$ cat config.mk
export PLATFORM = sky130hd
export DESIGN_NAME = alu_flags_unit
export DESIGN_NICKNAME = d
export VERILOG_FILES = /design/src/rtl/alu_flags_pkg.sv /design/src/rtl/alu_addsub.sv /design/src/rtl/alu_logic.sv /design/src/rtl/alu_flagreg.sv /design/src/rtl/alu_flags_unit.sv
export SDC_FILE = /design/constraint.sdc
export NUM_CORES = 1
export LEC_CHECK = 0
export ABC_AREA = 1
export BUFFER_PORTS_ARGS = -buffer_cell sky130_fd_sc_hd__buf_2
export CAP_MARGIN = 25
export CORE_ASPECT_RATIO = 1.75
export CORE_MARGIN = 4
export CORE_UTILIZATION = 40
export CTS_CLUSTER_DIAMETER = 80
export DETAILED_ROUTE_END_ITERATION = 8
export GPL_TIMING_DRIVEN = 0
export SLEW_MARGIN = 15
export SYNTH_ARGS = -nofsm -noshare
export SYNTH_HDL_FRONTEND = slang
export SYNTH_SLANG_ARGS = --single-unit
export TNS_END_PERCENT = 30
$ cat constraint.sdc
create_clock -name clk -period 4.8 [get_ports clk]
set_input_delay 0.96 -clock clk [delete_from_list [all_inputs] [get_ports clk]]
set_output_delay 0.96 -clock clk [all_outputs]
set_load 0.005 [all_outputs]
$ cat src/rtl/alu_flags_pkg.sv
package alu_flags_pkg;

  typedef enum logic [2:0] {
    OP_ADD = 3'd0,
    OP_ADC = 3'd1,
    OP_SUB = 3'd2,
    OP_SBB = 3'd3,
    OP_AND = 3'd4,
    OP_OR  = 3'd5,
    OP_XOR = 3'd6,
    OP_NOT = 3'd7
  } alu_op_e;

  // Bit positions inside the status word
  localparam int FB_CF = 0;
  localparam int FB_PF = 2;
  localparam int FB_AF = 4;
  localparam int FB_ZF = 6;
  localparam int FB_SF = 7;
  localparam int FB_TF = 8;
  localparam int FB_OF = 11;

  localparam int        CTL_N      = 3;
  localparam int        FLAG_W     = 16;
  localparam logic [15:0] FLAG_FIXED = 16'h0002;

  typedef struct packed {
    logic of;
    logic sf;
    logic zf;
    logic af;
    logic pf;
    logic cf;
  } cond_t;

endpackage

$ cat src/rtl/alu_addsub.sv
module alu_addsub #(
  parameter int W = 16
) (
  input  logic [W-1:0] a,
  input  logic [W-1:0] b,
  input  logic         cin,
  input  logic         sub,
  input  logic         word,
  output logic [W-1:0] sum,
  output logic         cf,
  output logic         af,
  output logic         of
);
  localparam int H = W / 2;

  logic [W-1:0] bv;
  logic         c0;
  logic [W:0]   s_word;
  logic [H:0]   s_byte;
  logic [4:0]   s_nib;
  logic         co;
  logic         sa;
  logic         sb;
  logic         sr;

  always_comb begin
    // Subtraction: a + ~b + ~borrow
    bv     = sub ? ~b : b;
    c0     = sub ^ cin;
    s_word = {1'b0, a} + {1'b0, bv} + {{W{1'b0}}, c0};
    s_byte = {1'b0, a[H-1:0]} + {1'b0, bv[H-1:0]} + {{H{1'b0}}, c0};
    s_nib  = {1'b0, a[3:0]} + {1'b0, bv[3:0]} + {4'b0, c0};

    if (word) begin
      sum = s_word[W-1:0];
      co  = s_word[W];
      sa  = a[W-1];
      sb  = bv[W-1];
      sr  = s_word[W-1];
    end else begin
      sum = {{(W-H){1'b0}}, s_byte[H-1:0]};
      co  = s_byte[H];
      sa  = a[H-1];
      sb  = bv[H-1];
      sr  = s_byte[H-1];
    end

    cf = co ^ sub;
    af = s_nib[4] ^ sub;
    of = (sa == sb) && (sr != sa);
  end

endmodule

$ cat src/rtl/alu_logic.sv
module alu_logic #(
  parameter int W = 16
) (
  input  logic [W-1:0] a,
  input  logic [W-1:0] b,
  input  logic [1:0]   sel,
  output logic [W-1:0] y
);
  always_comb begin
    unique case (sel)
      2'd0:    y = a & b;
      2'd1:    y = a | b;
      2'd2:    y = a ^ b;
      default: y = ~a;
    endcase
  end
endmodule

$ cat src/rtl/alu_flagreg.sv
module alu_flagreg
  import alu_flags_pkg::*;
(
  input  logic                clk,
  input  logic                rst_n,
  input  logic                upd,
  input  cond_t               cond_in,
  input  logic [CTL_N-1:0]    ctl_we,
  input  logic [CTL_N-1:0]    ctl_val,
  output logic [FLAG_W-1:0]   flags
);
  cond_t            cond_q, cond_d;
  logic [CTL_N-1:0] ctl_q, ctl_d;

  always_comb begin
    cond_d = cond_q;
    if (upd) cond_d = cond_in;
  end

  for (genvar k = 0; k < CTL_N; k++) begin : g_ctl
    assign ctl_d[k] = ctl_we[k] ? ctl_val[k] : ctl_q[k];
  end

  always_ff @(posedge clk or negedge rst_n) begin
    if (!rst_n) begin
      cond_q <= '0;
      ctl_q  <= '0;
    end else begin
      cond_q <= cond_d;
      ctl_q  <= ctl_d;
    end
  end

  always_comb begin
    flags                      = FLAG_FIXED;
    flags[FB_CF]               = cond_q.cf;
    flags[FB_PF]               = cond_q.pf;
    flags[FB_AF]               = cond_q.af;
    flags[FB_ZF]               = cond_q.zf;
    flags[FB_SF]               = cond_q.sf;
    flags[FB_OF]               = cond_q.of;
    flags[FB_TF+CTL_N-1:FB_TF] = ctl_q;
  end

endmodule

$ cat src/rtl/alu_flags_unit.sv
module alu_flags_unit
  import alu_flags_pkg::*;
#(
  parameter int W = 16
) (
  input  logic          clk,
  input  logic          rst_n,
  input  logic          en,
  input  logic [2:0]    op,
  input  logic          word,
  input  logic [W-1:0]  a,
  input  logic [W-1:0]  b,
  input  logic [2:0]    ctl_we,
  input  logic [2:0]    ctl_val,
  output logic [W-1:0]  result,
  output logic [15:0]   flags
);
  localparam int H = W / 2;

  alu_op_e      op_e;
  logic         is_arith;
  logic         carry_in;
  logic [W-1:0] as_sum;
  logic         as_cf, as_af, as_of;
  logic [W-1:0] lg_y;
  logic [W-1:0] res_d;
  logic [W-1:0] res_q, res_n;
  cond_t        cond_in;
  logic         upd;

  assign op_e     = alu_op_e'(op);
  assign is_arith = (op_e == OP_ADD) || (op_e == OP_ADC) ||
                    (op_e == OP_SUB) || (op_e == OP_SBB);
  assign carry_in = ((op_e == OP_ADC) || (op_e == OP_SBB)) && flags[FB_CF];

  alu_addsub #(.W(W)) u_addsub (
    .a    (a),
    .b    (b),
    .cin  (carry_in),
    .sub  ((op_e == OP_SUB) || (op_e == OP_SBB)),
    .word (word),
    .sum  (as_sum),
    .cf   (as_cf),
    .af   (as_af),
    .of   (as_of)
  );

  alu_logic #(.W(W)) u_logic (
    .a   (a),
    .b   (b),
    .sel (op[1:0]),
    .y   (lg_y)
  );

  always_comb begin
    if (is_arith)  res_d = as_sum;
    else if (word) res_d = lg_y;
    else           res_d = {{(W-H){1'b0}}, lg_y[H-1:0]};

    cond_in.zf = (res_d == '0);
    cond_in.sf = word ? res_d[W-1] : res_d[H-1];
    cond_in.pf = ~^res_d[H-1:0];
    if (is_arith) begin
      cond_in.cf = as_cf;
      cond_in.af = as_af;
      cond_in.of = as_of;
    end else begin
      cond_in.cf = 1'b0;
      cond_in.af = flags[FB_AF];
      cond_in.of = 1'b0;
    end

    upd   = en && (op_e != OP_NOT);
    res_n = en ? res_d : res_q;
  end

  always_ff @(posedge clk or negedge rst_n) begin
    if (!rst_n) res_q <= '0;
    else        res_q <= res_n;
  end

  assign result = res_q;

  alu_flagreg u_flagreg (
    .clk     (clk),
    .rst_n   (rst_n),
    .upd     (upd),
    .cond_in (cond_in),
    .ctl_we  (ctl_we),
    .ctl_val (ctl_val),
    .flags   (flags)
  );

endmodule

==> reports/metrics.csv <==
metric,value,unit
status,"complete, no violations",
synth_top_cell_by_area,ha_1,
portBuffers,69,
start_util,41.3,%
cpMostUsedCell,nand2_1,
critPathArrivalTime,4.54,ns
dp_slack,-0.0773,ns
path_max_fanout,19,
switching_share,40.8,%
rows,44,
synth_area_per_cell,6.52,µm²
drive_gt1_share,18.5,%
finalSetupTns,0,ns
synth_cell_types,37,
viasPerCell,4.94,
antenna_cells,0,
netlist_area,0.00345,mm²
p_switching,0.368,mW
period_needed,4.34,ns
critPathMaxStageDelay,0.47,ns
ys_seq_area_share,18.1,%
area_delta_synth_final,16.8,%
skew,0.000906,ns
numClockSinks,25,
p_int,0.535,mW
combinationalPowerShare,50.7,%
grt_pass1_wl,16400,µm
rsz0062_at_grt,no,
grt-ovfl-total,0,
path_cells,buf_2 -> buf_4 -> nand2_4 -> xor2_1 -> fa_1 -> fa_1 -> nand2_1 -> nand2_1 -> nand3_1 -> nand2_1 -> o21ai_0 -> a21oi_1 -> a21oi_2 -> ha_1 -> nand4_1 -> or2_1 -> a21oi_1 -> nand3_1 -> nor2_1 -> nand2_1 -> nand2_1,
dp.cells,719,
layoutNonFillerInstCount,722,
dr.pass1.iters,4,
hold_viol_final,0,
multi_input_area,0.00238,mm²
cts_tree,yes,
cp-end-kind,flip-flop,
drt-initial-drc-count,163,
slew_headroom,64.6,%
routed-via-count,3565,
pwr-share-clk,20.3,%
io_pins,77,
yosys-top-cells-area,"ha_1 18%, dfrtp_1 18%, nand2_1 17%",
power.leakage,2.33,nW
grt_usage,20.5,%
max_freq,0.230,GHz
yosys_warnings,0,
ys_ff_latch,25,
cts_max_level,1,
final-seq-area,626,µm²
synth_cells,530,
power_density,224,mW/mm²
place_area,0.00396,mm²
irDropWorstVdd,153,µV
globalplace.congestion,0.875,
hold_path.class,reg -> reg,
drv_cap,0,
worst_pin_slew,0.531,ns
hpwl,8530,µm
setup_viol,0,
worst_slack,0.460,ns
cts_buffers,3,
fillCellCount,924,
final_cell_area,0.00404,mm²
nets,706,
timing.final.crit_share,90.4,%
grt_pass1_vias,3546,
die_w,78.3,µm
wl_per_cell,14.3,µm
final_common_cell,nand2_1,
drc,0,
critPathSlowestCell,fa_1,
clk_latency,0.26,ns
finalMaxSlewViolations,0,
worstPathRequired,5.00,ns
final_cell_mix,"154 x nand2_1, 82 x inv_1, 69 x buf_2",
worst_setup_path_start_kind,primary input,
synth_top_cell_area_share,18.5,%
antenna_found_initial,0,
cts_buffer_depth,2,
cts-hold-fix-buffers,0,
dieArea,0.0102,mm²
crit_type,in -> reg,
whs,0.477,ns
core,0.00837,mm²
grt_max_degree,26,
ant_nets,0,
die_h,131,µm
wl,10300,µm
clkSlewWorstSetupHoldPaths,0.06,ns
cts_resized,0,
postCtsSetupRepairBufs,0,
cts_root_buffer,clkbuf_16,
power_frac_seq,29.0,%
## cells in the mapped netlist
library cell    n
conb_1          2
ha_1           51
xor2_1         17
o2111ai_1       2
nand4_1         3
clkbuf_1        4
and2_1          1
a31oi_1         9
o21ai_0        24
nand3_1        32
buf_6           3
nand2_1       154
xnor2_1         1
nor3_1          1
clkbuf_8        1
dfrtp_1        25
or2_0           2
o221ai_1        2
inv_2           5
buf_2           1
fa_1            2
buf_4           9
mux2_2          3
nand2_2         5
nand2_4         1
a221oi_2        1
a211oi_1        1
a21oi_1        32
o21ai_1        14
or2_1           1
o211ai_1        3
clkinv_2        1
or2_2           6
inv_1          82
nor2_2          1
a21oi_2         4
nor2_1         24
## cell type report
type | count | share of cell area [%]
Buffer | 17 | 3.22
Clock buffer | 4 | 1.95
Inverter | 88 | 8.21
Multi-Input combinational cell | 404 | 59.0
Sequential cell | 25 | 15.5
Tap cell | 115 | 3.56
Timing Repair Buffer | 69 | 8.56
## power groups by stage
stage / Clock, mW / Combinational, mW / Sequential, mW
after floorplan: 0 / 0.302 / 0.268
after global placement: 0 / 0.450 / 0.264
after detailed placement: 0 / 0.457 / 0.265
after CTS: 0.187 / 0.460 / 0.262
after global routing: 0.191 / 0.523 / 0.266
final: 0.183 / 0.458 / 0.261
## path summary, 6_finish.rpt
path / start / cells after the start / to / slack [ns]
max reg2reg: u_flagreg.flags[0]$_DFFE_PN0P_ / 20 / u_flagreg.flags[6]$_DFFE_PN0P_ / 1.30
min: result[9]$_DFFE_PN0P_ / 2 / result[9]$_DFFE_PN0P_ / 0.48
max in group asynchronous: rst_n / 1 / result[14]$_DFFE_PN0P_ / 3.77
min in group asynchronous: rst_n / 1 / result[3]$_DFFE_PN0P_ / 0.67
max: op[1] / 21 / u_flagreg.flags[6]$_DFFE_PN0P_ / 0.46
min reg2reg: result[9]$_DFFE_PN0P_ / 2 / result[9]$_DFFE_PN0P_ / 0.48
## metal layers
metal	up-vias	wire length [µm]	track usage, %	part of all wire, %
li1	1835	-	-	-
met1	1635	4010	21.6	39
met2	82	5590	41.0	54
met3	13	487	1.58	4.7
met4	0	202	8.44	2.0
met5	-	0	0	0
## flip-flops by register name (all words and copies together) (netlist names)
register,count
u_flagreg.ctl_q,3
result,16
u_flagreg.flags,6
## worst max-delay path, delay by kind of cell
family,cells,cell delay [ns]
adders and majority gates,3,1.10
buffers and inverters,2,0.34
AOI/OAI and AO/OA,4,0.58
and+or+nand+nor,11,1.33
xor gates and xnor gates,1,0.23
## per-stage QoR
stage	util [%]	total power [mW]
floorplan	-	0.570
global placement	47.4	0.713
detailed placement	47.4	0.722
CTS	48.3	0.909
global route	48.2	0.981
finish	48.2	0.902
## kinds of logic after synthesis
kind of cell    Yosys count  synth area share [%]
fa+ha+maj                53                  19.6
flops                    25                  18.1
compound gates           92                  15.1
buf+inv                 106                  13.5
mux                       3                 0.978
other cells               2                 0.217
simple gates            231                  27.9
xor+xnor                 18                  4.56
Note: power is estimated with default switching activity, not from simulation.
